File: config.mk
export PLATFORM = sky130hd
export DESIGN_NAME = swfield_ctrl
export DESIGN_NICKNAME = d
export VERILOG_FILES = /design/src/rtl/swfield_pkg.sv /design/src/rtl/swfield_qual.sv /design/src/rtl/swfield_wr_next.sv /design/src/rtl/swfield_rd_next.sv /design/src/rtl/swfield_ctrl.sv
export SDC_FILE = /design/constraint.sdc
export NUM_CORES = 1
export LEC_CHECK = 0
export BUFFER_PORTS_ARGS = -buffer_cell sky130_fd_sc_hd__buf_2
export CAP_MARGIN = 20
export CORE_AREA = 5 5 42 44
export CTS_CLUSTER_DIAMETER = 40
export DETAILED_ROUTE_END_ITERATION = 8
export DIE_AREA = 0 0 47 49
export HOLD_SLACK_MARGIN = 0.05
export PLACE_DENSITY = 0.67
export SLEW_MARGIN = 15
export SYNTH_ARGS = -nofsm -noshare
export SYNTH_HDL_FRONTEND = slang
export SYNTH_SLANG_ARGS = --single-unit
File: constraint.sdc
create_clock -name clk -period 1 [get_ports clk]
set_clock_uncertainty 0.15 [all_clocks]
set_input_delay 0.05 -clock clk [delete_from_list [all_inputs] [get_ports clk]]
set_output_delay 0.05 -clock clk [all_outputs]
set_load 0.01 [all_outputs]
File: src/rtl/swfield_pkg.sv
package swfield_pkg;

   typedef enum logic [3:0] {
      WM_PLAIN = 4'd0,
      WM_ONE_SET = 4'd1,
      WM_ONE_CLR = 4'd2,
      WM_ONE_TOG = 4'd3,
      WM_ZERO_SET = 4'd4,
      WM_ZERO_CLR = 4'd5,
      WM_ZERO_TOG = 4'd6,
      WM_FORCE_CLR = 4'd7,
      WM_FORCE_SET = 4'd8
   } wr_mode_e;

   typedef enum logic [1:0] {
      RM_NONE = 2'd0,
      RM_CLR = 2'd1,
      RM_SET = 2'd2
   } rd_mode_e;

   typedef enum logic [1:0] {
      QM_NONE = 2'd0,
      QM_HIGH = 2'd1,
      QM_LOW = 2'd2
   } qual_mode_e;

endpackage

File: src/rtl/swfield_qual.sv
module swfield_qual
   import swfield_pkg::*;
#(
   parameter qual_mode_e QUAL_MODE = QM_NONE
) (
   input  logic qual_in,
   output logic qual_ok
);
   if (QUAL_MODE == QM_HIGH) begin : g_high
      assign qual_ok = qual_in;
   end else if (QUAL_MODE == QM_LOW) begin : g_low
      assign qual_ok = ~qual_in;
   end else begin : g_none
      assign qual_ok = qual_in | 1'b1;
   end
endmodule

File: src/rtl/swfield_wr_next.sv
module swfield_wr_next
   import swfield_pkg::*;
#(
   parameter int unsigned WIDTH = 8,
   parameter wr_mode_e WR_MODE = WM_PLAIN
) (
   input  logic [WIDTH-1:0] cur,
   input  logic [WIDTH-1:0] data,
   output logic [WIDTH-1:0] nxt
);
   always_comb begin
      case (WR_MODE)
         WM_ONE_SET:   nxt = cur | data;
         WM_ONE_CLR:   nxt = cur & ~data;
         WM_ONE_TOG:   nxt = cur ^ data;
         WM_ZERO_SET:  nxt = cur | ~data;
         WM_ZERO_CLR:  nxt = cur & data;
         WM_ZERO_TOG:  nxt = cur ^ ~data;
         WM_FORCE_CLR: nxt = (cur & data) & '0;
         WM_FORCE_SET: nxt = (cur | data) | '1;
         default:      nxt = data;
      endcase
   end
endmodule

File: src/rtl/swfield_rd_next.sv
module swfield_rd_next
   import swfield_pkg::*;
#(
   parameter int unsigned WIDTH = 8,
   parameter rd_mode_e RD_MODE = RM_NONE
) (
   input  logic [WIDTH-1:0] cur,
   output logic             has_effect,
   output logic [WIDTH-1:0] nxt
);
   if (RD_MODE == RM_CLR) begin : g_clr
      assign has_effect = 1'b1;
      assign nxt = cur & '0;
   end else if (RD_MODE == RM_SET) begin : g_set
      assign has_effect = 1'b1;
      assign nxt = cur | '1;
   end else begin : g_none
      assign has_effect = 1'b0;
      assign nxt = cur;
   end
endmodule

File: src/rtl/swfield_ctrl.sv
module swfield_ctrl
   import swfield_pkg::*;
#(
   parameter int unsigned WIDTH = 8,
   parameter logic [WIDTH-1:0] RESET_VAL = '0,
   parameter wr_mode_e WR_MODE = WM_PLAIN,
   parameter rd_mode_e RD_MODE = RM_NONE,
   parameter qual_mode_e QUAL_MODE = QM_NONE
) (
   input  logic             clk,
   input  logic             rst,
   input  logic             req,
   input  logic             req_wr,
   input  logic             sel,
   input  logic [WIDTH-1:0] wr_data,
   input  logic             qual_in,
   output logic [WIDTH-1:0] rd_data,
   output logic [WIDTH-1:0] field_q,
   output logic             acc_strobe,
   output logic             mod_strobe
);
   localparam logic [WIDTH-1:0] ZERO_V = '0;

   if (WIDTH < 1) begin : g_bad_width
      $error("swfield_ctrl: WIDTH must be at least 1");
   end

   logic             qual_ok;
   logic             rd_hit;
   logic             wr_hit;
   logic             rd_effect;
   logic [WIDTH-1:0] wr_nxt;
   logic [WIDTH-1:0] rd_nxt;
   logic [WIDTH-1:0] store_q;

   swfield_qual #(.QUAL_MODE(QUAL_MODE)) u_qual (
      .qual_in (qual_in),
      .qual_ok (qual_ok)
   );

   swfield_wr_next #(.WIDTH(WIDTH), .WR_MODE(WR_MODE)) u_wr (
      .cur  (store_q),
      .data (wr_data),
      .nxt  (wr_nxt)
   );

   swfield_rd_next #(.WIDTH(WIDTH), .RD_MODE(RD_MODE)) u_rd (
      .cur        (store_q),
      .has_effect (rd_effect),
      .nxt        (rd_nxt)
   );

   assign rd_hit = req & sel & ~req_wr;
   assign wr_hit = req & sel & req_wr & qual_ok;

   always_ff @(posedge clk) begin
      if (rst) begin
         store_q <= RESET_VAL;
      end else if (wr_hit) begin
         store_q <= wr_nxt;
      end else if (rd_hit && rd_effect) begin
         store_q <= rd_nxt;
      end
   end

   assign field_q    = store_q;
   assign rd_data    = rd_hit ? store_q : ZERO_V;
   assign acc_strobe = rd_hit;
   assign mod_strobe = wr_hit | (rd_hit & rd_effect);

   // no modify strobe means the field holds
   assert_hold_R8: assert property (@(posedge clk) disable iff (rst)
      !mod_strobe |=> $stable(field_q));

   // read data mirrors the stored value on a sampled read
   assert_rd_mirror_R9: assert property (@(posedge clk) disable iff (rst)
      acc_strobe |-> rd_data == field_q);

   // idle cycles raise no strobe
   assert_idle_quiet_R11: assert property (@(posedge clk) disable iff (rst)
      !(req && sel) |-> !acc_strobe && !mod_strobe);

   if (WR_MODE == WM_PLAIN) begin : g_chk_plain
      assert_plain_load_R1: assert property (@(posedge clk) disable iff (rst)
         (req && sel && req_wr && qual_ok) |=> field_q == $past(wr_data));
   end
   if (WR_MODE == WM_ONE_SET) begin : g_chk_set
      assert_one_set_R2: assert property (@(posedge clk) disable iff (rst)
         (req && sel && req_wr && qual_ok) |=>
            (field_q & $past(wr_data)) == $past(wr_data));
   end
   if (RD_MODE == RM_CLR) begin : g_chk_rdclr
      assert_rd_clear_R5: assert property (@(posedge clk) disable iff (rst)
         acc_strobe |=> field_q == ZERO_V);
   end
   if (QUAL_MODE == QM_HIGH) begin : g_chk_qual
      assert_blocked_R6: assert property (@(posedge clk) disable iff (rst)
         (req && sel && req_wr && !qual_in) |=> $stable(field_q));
   end
endmodule

# Yosys cells after proc, flatten, opt, wreduce, memory -nomap -nowiden
# Cells that the tools add are included.
totals:
  ff_bits: 8
  output_inout_bits: 18
  inputBits: 14
  wordCells: 6
classes:
  n_bitwise: 4
  mux: 1
ops:
  columns: ["op", "n"]
  rows:
  - ["two-way mux 8 bit", 1]
  - ["bitwise AND 1 bit", 3]
  - ["NOT 1 bit", 1]

# Longest topological paths before layout
# Gate-level depths: netlist of the first run.
depth:
  depth_word: 3
  depth_mapped: 3
  depth_no_buf: 2

# Modules after synthesis
# A second synthesis of the first run with hierarchy kept.
unflattened:
  hier_cells: 81
  area_unflattened_um2: 636.9
by_module_without_submodules:
  columns: ["mod", "area_per_inst_um2", "seq_area_each_um2", "instances", "cells_per_inst"]
  rows:
  - ["swfield_ctrl", 494.2, 160.2, 1, 61]
  - ["swfield_rd_next", 71.3, 0.0, 1, 10]
  - ["swfield_wr_next", 60.1, 0.0, 1, 8]
  - ["swfield_qual", 11.3, 0.0, 1, 2]

# Worst setup path after synthesis of the first run
# No wires, ideal clock.
synth_path:
  kind: "input to output"
  start: "in req_wr"
  end: "out rd_data[0]"
  required_time_ns: 0.800
  t_arrival_ns: 0.566
  path_stages: 3
  slack_ns: 0.234
  cell_sequence: "and3b_1 > buf_2 > and2_1"
synth_between:
  elab_chain_cells: 3
synth_lines:
  columns: ["element", "line_no", "source"]
  rows:
  - ["start, declared", "swfield_ctrl.sv:13", "input logic req_wr,"]
  - ["NOT 1 bit", "swfield_ctrl.sv:53", "assign rd_hit = req & sel & ~req_wr;"]
  - ["bitwise AND 1 bit", "swfield_ctrl.sv:53", null]
  - ["net acc_strobe", "swfield_ctrl.sv:19", "output logic acc_strobe,"]
  - ["two-way mux 8 bit", "swfield_ctrl.sv:67", "assign rd_data = rd_hit ? store_q : ZERO_V;"]
  - ["end, declared", "swfield_ctrl.sv:17", "output logic [WIDTH-1:0] rd_data,"]
# The timed path passes the listed nets, and every way through them passes these cells.

# Worst setup path after layout of the first run
layout_path:
  start: "reg store_q[2], in the netlist field_q[2]"
  end: "out rd_data[2]"
layout_between:
  elab_chain_cells: 1
layout_lines:
  columns: ["element", "line_no", "source"]
  rows:
  - ["start, declared", "swfield_ctrl.sv:34", "logic [WIDTH-1:0] store_q;"]
  - ["start signal, assigned", "swfield_ctrl.sv:60", "store_q <= wr_nxt;"]
  - ["start signal, assigned", "swfield_ctrl.sv:62", "store_q <= rd_nxt;"]
  - ["two-way mux 8 bit", "swfield_ctrl.sv:67", null]
# No other way between the ends.

==> flow_summary.json, run 1 <==
{
  "outcome": "finished with violations",
  "violations": "setup timing",
  "grt_pass1_vias": 430,
  "syn_avg_cell_area_um2": 9.56,
  "maxCapViolCount": 0,
  "cp.arrival_ns": 0.83,
  "clock_path_buffers": 2,
  "htreeDepth": 1,
  "grt_start_max_net_pins": 17,
  "min_path_type": "in -> reg",
  "synthDistinctLibCells": 9,
  "finalMaxSlewViolations": 0,
  "cellLeakagePower_nw": 0.358,
  "post-route-period-util": 1.03,
  "dieArea_um2": 2300,
  "grt_pass1_wl_um": 1690,
  "place.gp.congestion": 0.614,
  "clk_pin_slew_ns": 0.06,
  "cts_tree": "done",
  "routed_via_density": 4.32,
  "num_rows": 14,
  "reg2reg_to": "field_q[5]",
  "end_kind": "output port",
  "synth_top_area_frac": 0.372,
  "crit_required_ns": 0.80,
  "area_delta_synth_final_pct": 67.2,
  "relSlewSlack": 0.875,
  "criticalPathCategory": "reg -> out",
  "cts_num_sinks": 8,
  "setup_violations": 8,
  "finalHoldViolCount": 0,
  "reg2regPathDepth": 3,
  "wl_per_cell_um": 10.5,
  "final_common_cell": "buf_2",
  "drt_first_iter_violations": 1,
  "final_cell_mix": "buf_2 (28), nand2b_1 (16), mux2i_1 (8), dfxtp_2 (8), dlygate4sd3_1 (8)",
  "initial_utilization": 0.307,
  "worstMarginPinSlew_ns": 0.188,
  "die_w_um": 47,
  "num_vias": 432,
  "ios": 32,
  "rrSetupSlack_ns": 0.19,
  "fin_util": 0.513,
  "p_per_area_nw_per_um2": 987,
  "fin_ws_ns": -0.0251,
  "postRouteAntennaNets": 0,
  "fmax_mhz": 976,
  "track_usage": 0.100,
  "setup_tns_ns": -0.152,
  "ys_warn_count": 0,
  "cp_max_fo": 3,
  "synth_top_area_cell": "dfxtp_1",
  "nNetsFinal": 100,
  "syn_area_um2": 430,
  "rsz0062_at_grt": "yes",
  "cts_buffers": 3,
  "drive_gt1_frac": 0.548,
  "drc": 0,
  "core_um2": 1400,
  "synth_cells": 45,
  "synth_fp_nets": 59,
  "synth-seq-cells": 8,
  "largest_reg_flops": 8,
  "worstHoldStart": "rst",
  "startpoint_type": "register",
  "clk_latency_ns": 0.25,
  "overflow": 0,
  "die_h_um": 49,
  "hold_path_depth": 3,
  "min_to": "field_q[6]",
  "antenna_found_initial": 0,
  "routed_wl_um": 1050,
  "firstDrtPassIters": 4,
  "n_fill_cell": 144,
  "antenna_cells": 0,
  "r2r_start": "field_q[5]",
  "vdd_ir_drop_max_mv": 0.569,
  "io_buffers": 30,
  "synth.area.top_cells": "dfxtp_1 (37%), nand2b_1 (23%), mux2i_1 (19%)",
  "seq_area_frac_synth": 0.372,
  "clockRootBuffer": "clkbuf_4",
  "min_period_ns": 1.03
}
-- synth_stat cells --
master    number
dfxtp_1        8
and3_4         1
nand2b_1      16
mux2i_1        8
and2_1         8
buf_2          1
buf_6          1
and3b_1        1
clkbuf_1       1
-- layout make-up --
type	instances	area, um^2	share of cell area
repair buffers	39	250	0.348
well taps	16	20.0	0.0278
flip-flops and latches	8	170	0.237
clock buffers	3	22.5	0.0313
multi-input cells	34	256	0.357
-- routing by layer --
metal | global-route usage | up-vias | part of all wire
met5 | 0 | - | 0
met4 | 0.0553 | 0 | 0
met3 | 0.0258 | 0 | 0.12
met2 | 0.161 | 19 | 0.46
met1 | 0.116 | 192 | 0.42
li1 | - | 221 | -
-- timing repair --
item | in CTS | in global routing
hold endpoints to repair | 8 | 0
setup buffers | 1 | 0
hold buffers | 8 | 0
endpoints found under the setup margin | 8 | 8
resized for setup | 9 | 4
-- kinds of logic (layout without fill, tap and decap cells) --
kind of cell / Yosys count / after routing / share of synthesized area
simple gates: 26 / 26 / 0.395
mux: 8 / 8 / 0.186
flops: 8 / 8 / 0.372
buf+inv: 3 / 42 / 0.0465
-- worst max-delay path, stage by stage (launching register included) --
cell and delay [ns]:
dfxtp_2 0.32, and2_1 0.13, buf_2 0.13
-- worst max-delay path by stage --
stage,start,to
floorplan,req_wr,rd_data[0]
global placement,req_wr,rd_data[2]
detailed placement,req_wr,rd_data[7]
CTS,field_q[7],rd_data[7]
global route,field_q[4],rd_data[4]
finish,field_q[2],rd_data[2]
-- power by group --
group	total (W)	switching, W	internal [W]
combinational	0.000125	0.0000482	0.0000768
sequential	0.000340	0.00000723	0.000332
clock	0.000245	0.000108	0.000137
total	0.000710	0.000163	0.000547
-- through the flow --
step / setup slack (ns) / instance area (um^2) / hold WS (ns) / total power (W) / cells
3_5_place_dp: -0.0357 / 581 / 0.167 / 0.000444 / 88
5_1_grt: -0.0615 / 719 / 0.110 / 0.000745 / 100
2_1_floorplan: 0.234 / 430 / 0.0547 / 0.000400 / 45
4_1_cts: -0.0409 / 702 / 0.0646 / 0.000720 / 100
3_3_place_gp: -0.0252 / 581 / 0.164 / 0.000442 / 88
6_report: -0.0251 / 719 / 0.0674 / 0.000710 / 100
Power figures use the tool's default switching activity.
==> inputs of run 2 (changes only) <==
--- a/config.mk
+++ b/config.mk
@@ -7,12 +7,11 @@
 export LEC_CHECK = 0
 export BUFFER_PORTS_ARGS = -buffer_cell sky130_fd_sc_hd__buf_2
 export CAP_MARGIN = 20
-export CORE_AREA = 5 5 42 44
+export CORE_MARGIN = 5
+export CORE_UTILIZATION = 30
 export CTS_CLUSTER_DIAMETER = 40
 export DETAILED_ROUTE_END_ITERATION = 8
-export DIE_AREA = 0 0 47 49
 export HOLD_SLACK_MARGIN = 0.05
-export PLACE_DENSITY = 0.67
 export SLEW_MARGIN = 15
 export SYNTH_ARGS = -nofsm -noshare
 export SYNTH_HDL_FRONTEND = slang
==> run 2 against run 1 <==
  * The flow still finishes with violations (setup timing)
  * Routed wire length rose by 0.95%
  * Final area rose by 3.3%
  * Critical path depth is the same
  * Total power decreased by 1.7%
  * Die area fell by 0.48%
  * Clock power decreased by 7%
  * First-iteration DRC count grew to 6.0 times the previous value
  * Final cell count stayed put
  * Non-clock buffer count increased by 1
==> flow_summary.json, run 2 (synthesis gave the netlist of run 1 again) <==
{
  "outcome": "finished with violations",
  "violations": "setup timing",
  "dp.cells": 87,
  "maxCapViolCount": 0,
  "use_met3": 0.0376,
  "finalHoldViolCount": 0,
  "io_buffers": 30,
  "min_period_ns": 1.01,
  "cts_tree": "done",
  "grt_pass1_wl_um": 1660,
  "finalMaxSlewViolations": 0,
  "clock_path_buffers": 2,
  "routed_via_density": 4.13,
  "cts_num_sinks": 8,
  "place.gp.congestion": 0.605,
  "final_common_cell": "buf_2",
  "overflow": 0,
  "rsz0062_at_grt": "yes",
  "cp_max_fo": 3,
  "busiest_layer": "met1",
  "grt_pass1_vias": 394,
  "dp_slack_ns": -0.0231,
  "clk_latency_ns": 0.24,
  "whs_ns": 0.0807,
  "post-route-period-util": 1.01,
  "largest_reg_flops": 8,
  "htreeDepth": 1,
  "num_rows": 13,
  "nNetsFinal": 101,
  "wl_per_cell_um": 10.6,
  "startpoint_type": "register",
  "relSlewSlack": 0.873,
  "die_h_um": 47.9,
  "crit_required_ns": 0.80,
  "end_kind": "output port",
  "area_delta_synth_final_pct": 72.7,
  "final_cell_mix": "buf_2 (26), nand2b_1 (16), mux2i_1 (8), dfxtp_2 (8), dlygate4sd3_1 (8)",
  "clockRootBuffer": "clkbuf_4",
  "fin_ws_ns": -0.0141,
  "cts_buffers": 3,
  "die_w_um": 47.9,
  "grt_start_max_net_pins": 17,
  "p_per_area_nw_per_um2": 939,
  "antenna_cells": 0,
  "vdd_ir_drop_max_mv": 0.427,
  "fmax_mhz": 986,
  "clk_pin_slew_ns": 0.05,
  "worstMarginPinSlew_ns": 0.191,
  "postRouteAntennaNets": 0,
  "drt_first_iter_violations": 6,
  "dieArea_um2": 2290,
  "min_path_type": "in -> reg",
  "num_vias": 413,
  "setup_violations": 6,
  "track_usage": 0.107,
  "drive_gt1_frac": 0.576,
  "grt_use_met2": 0.142,
  "firstDrtPassIters": 3,
  "drc": 0,
  "routed_wl_um": 1060,
  "core_um2": 1330,
  "initial_utilization": 0.323,
  "criticalPathCategory": "reg -> out",
  "antenna_found_initial": 0,
  "setup_tns_ns": -0.0407,
  "use_met1": 0.145,
  "stdcell_count": 100,
  "ios": 32,
  "cp.arrival_ns": 0.81,
  "cellLeakagePower_nw": 0.367,
  "p_total_w": 0.000698
}
[run 2: cell count changes in the layout (fill, tap and decap cells not counted), sizes merged]
cell and change:
buf +1
[run 2: repair_timing]
action / 4_1_cts / 5_1_grt
endpoints found under the hold margin: 8 / 0
gates resized for setup: 8 / 9
setup endpoints to repair: 8 / 8
setup buffers: 0 / 2
hold buffers: 8 / 0
[run 2: worst max-delay path, stage by stage (launching register included)]
cell and delay [ns]:
dfxtp_2 0.32, and2_1 0.12, buf_2 0.13
[run 2: cell type report]
type	instances	area, um^2
Timing Repair Buffer	40	270
Multi-Input combinational cell	34	262
Sequential cell	8	170
Fill cell	144	591
Clock buffer	3	22.5
Tap cell	15	18.8
[run 2: stage by stage]
stage,instance area (um^2),util
2_1_floorplan,430,-
3_3_place_gp,579,0.434
3_5_place_dp,579,0.434
4_1_cts,692,0.519
5_1_grt,743,0.557
6_report,743,0.557
[run 2: path summary, 6_finish.rpt]
path                   start         end  slack (ns)  cells past startpoint
setup / recovery  field_q[3]  rd_data[3]       -0.01                      2
hold / removal           rst  field_q[6]        0.08                      3
setup reg to reg  field_q[4]  field_q[4]        0.18                      3
hold reg to reg   field_q[5]  field_q[5]        0.32                      2
[run 2: per-layer routing]
layer / wire, um / vias to the layer above / share of wire
li1: - / 225 / -
met1: 493 / 166 / 0.47
met2: 426 / 22 / 0.40
met3: 139 / 0 / 0.13
met4: 0 / 0 / 0
met5: 0 / - / 0
[run 2: report_power, final]
group / switching (W) / internal, W / leakage, nW / total, W
combinational: 0.0000498 / 0.0000794 / 0.284 / 0.000129
sequential: 0.00000700 / 0.000333 / 0.0687 / 0.000340
clock: 0.0000927 / 0.000136 / 0.0138 / 0.000229
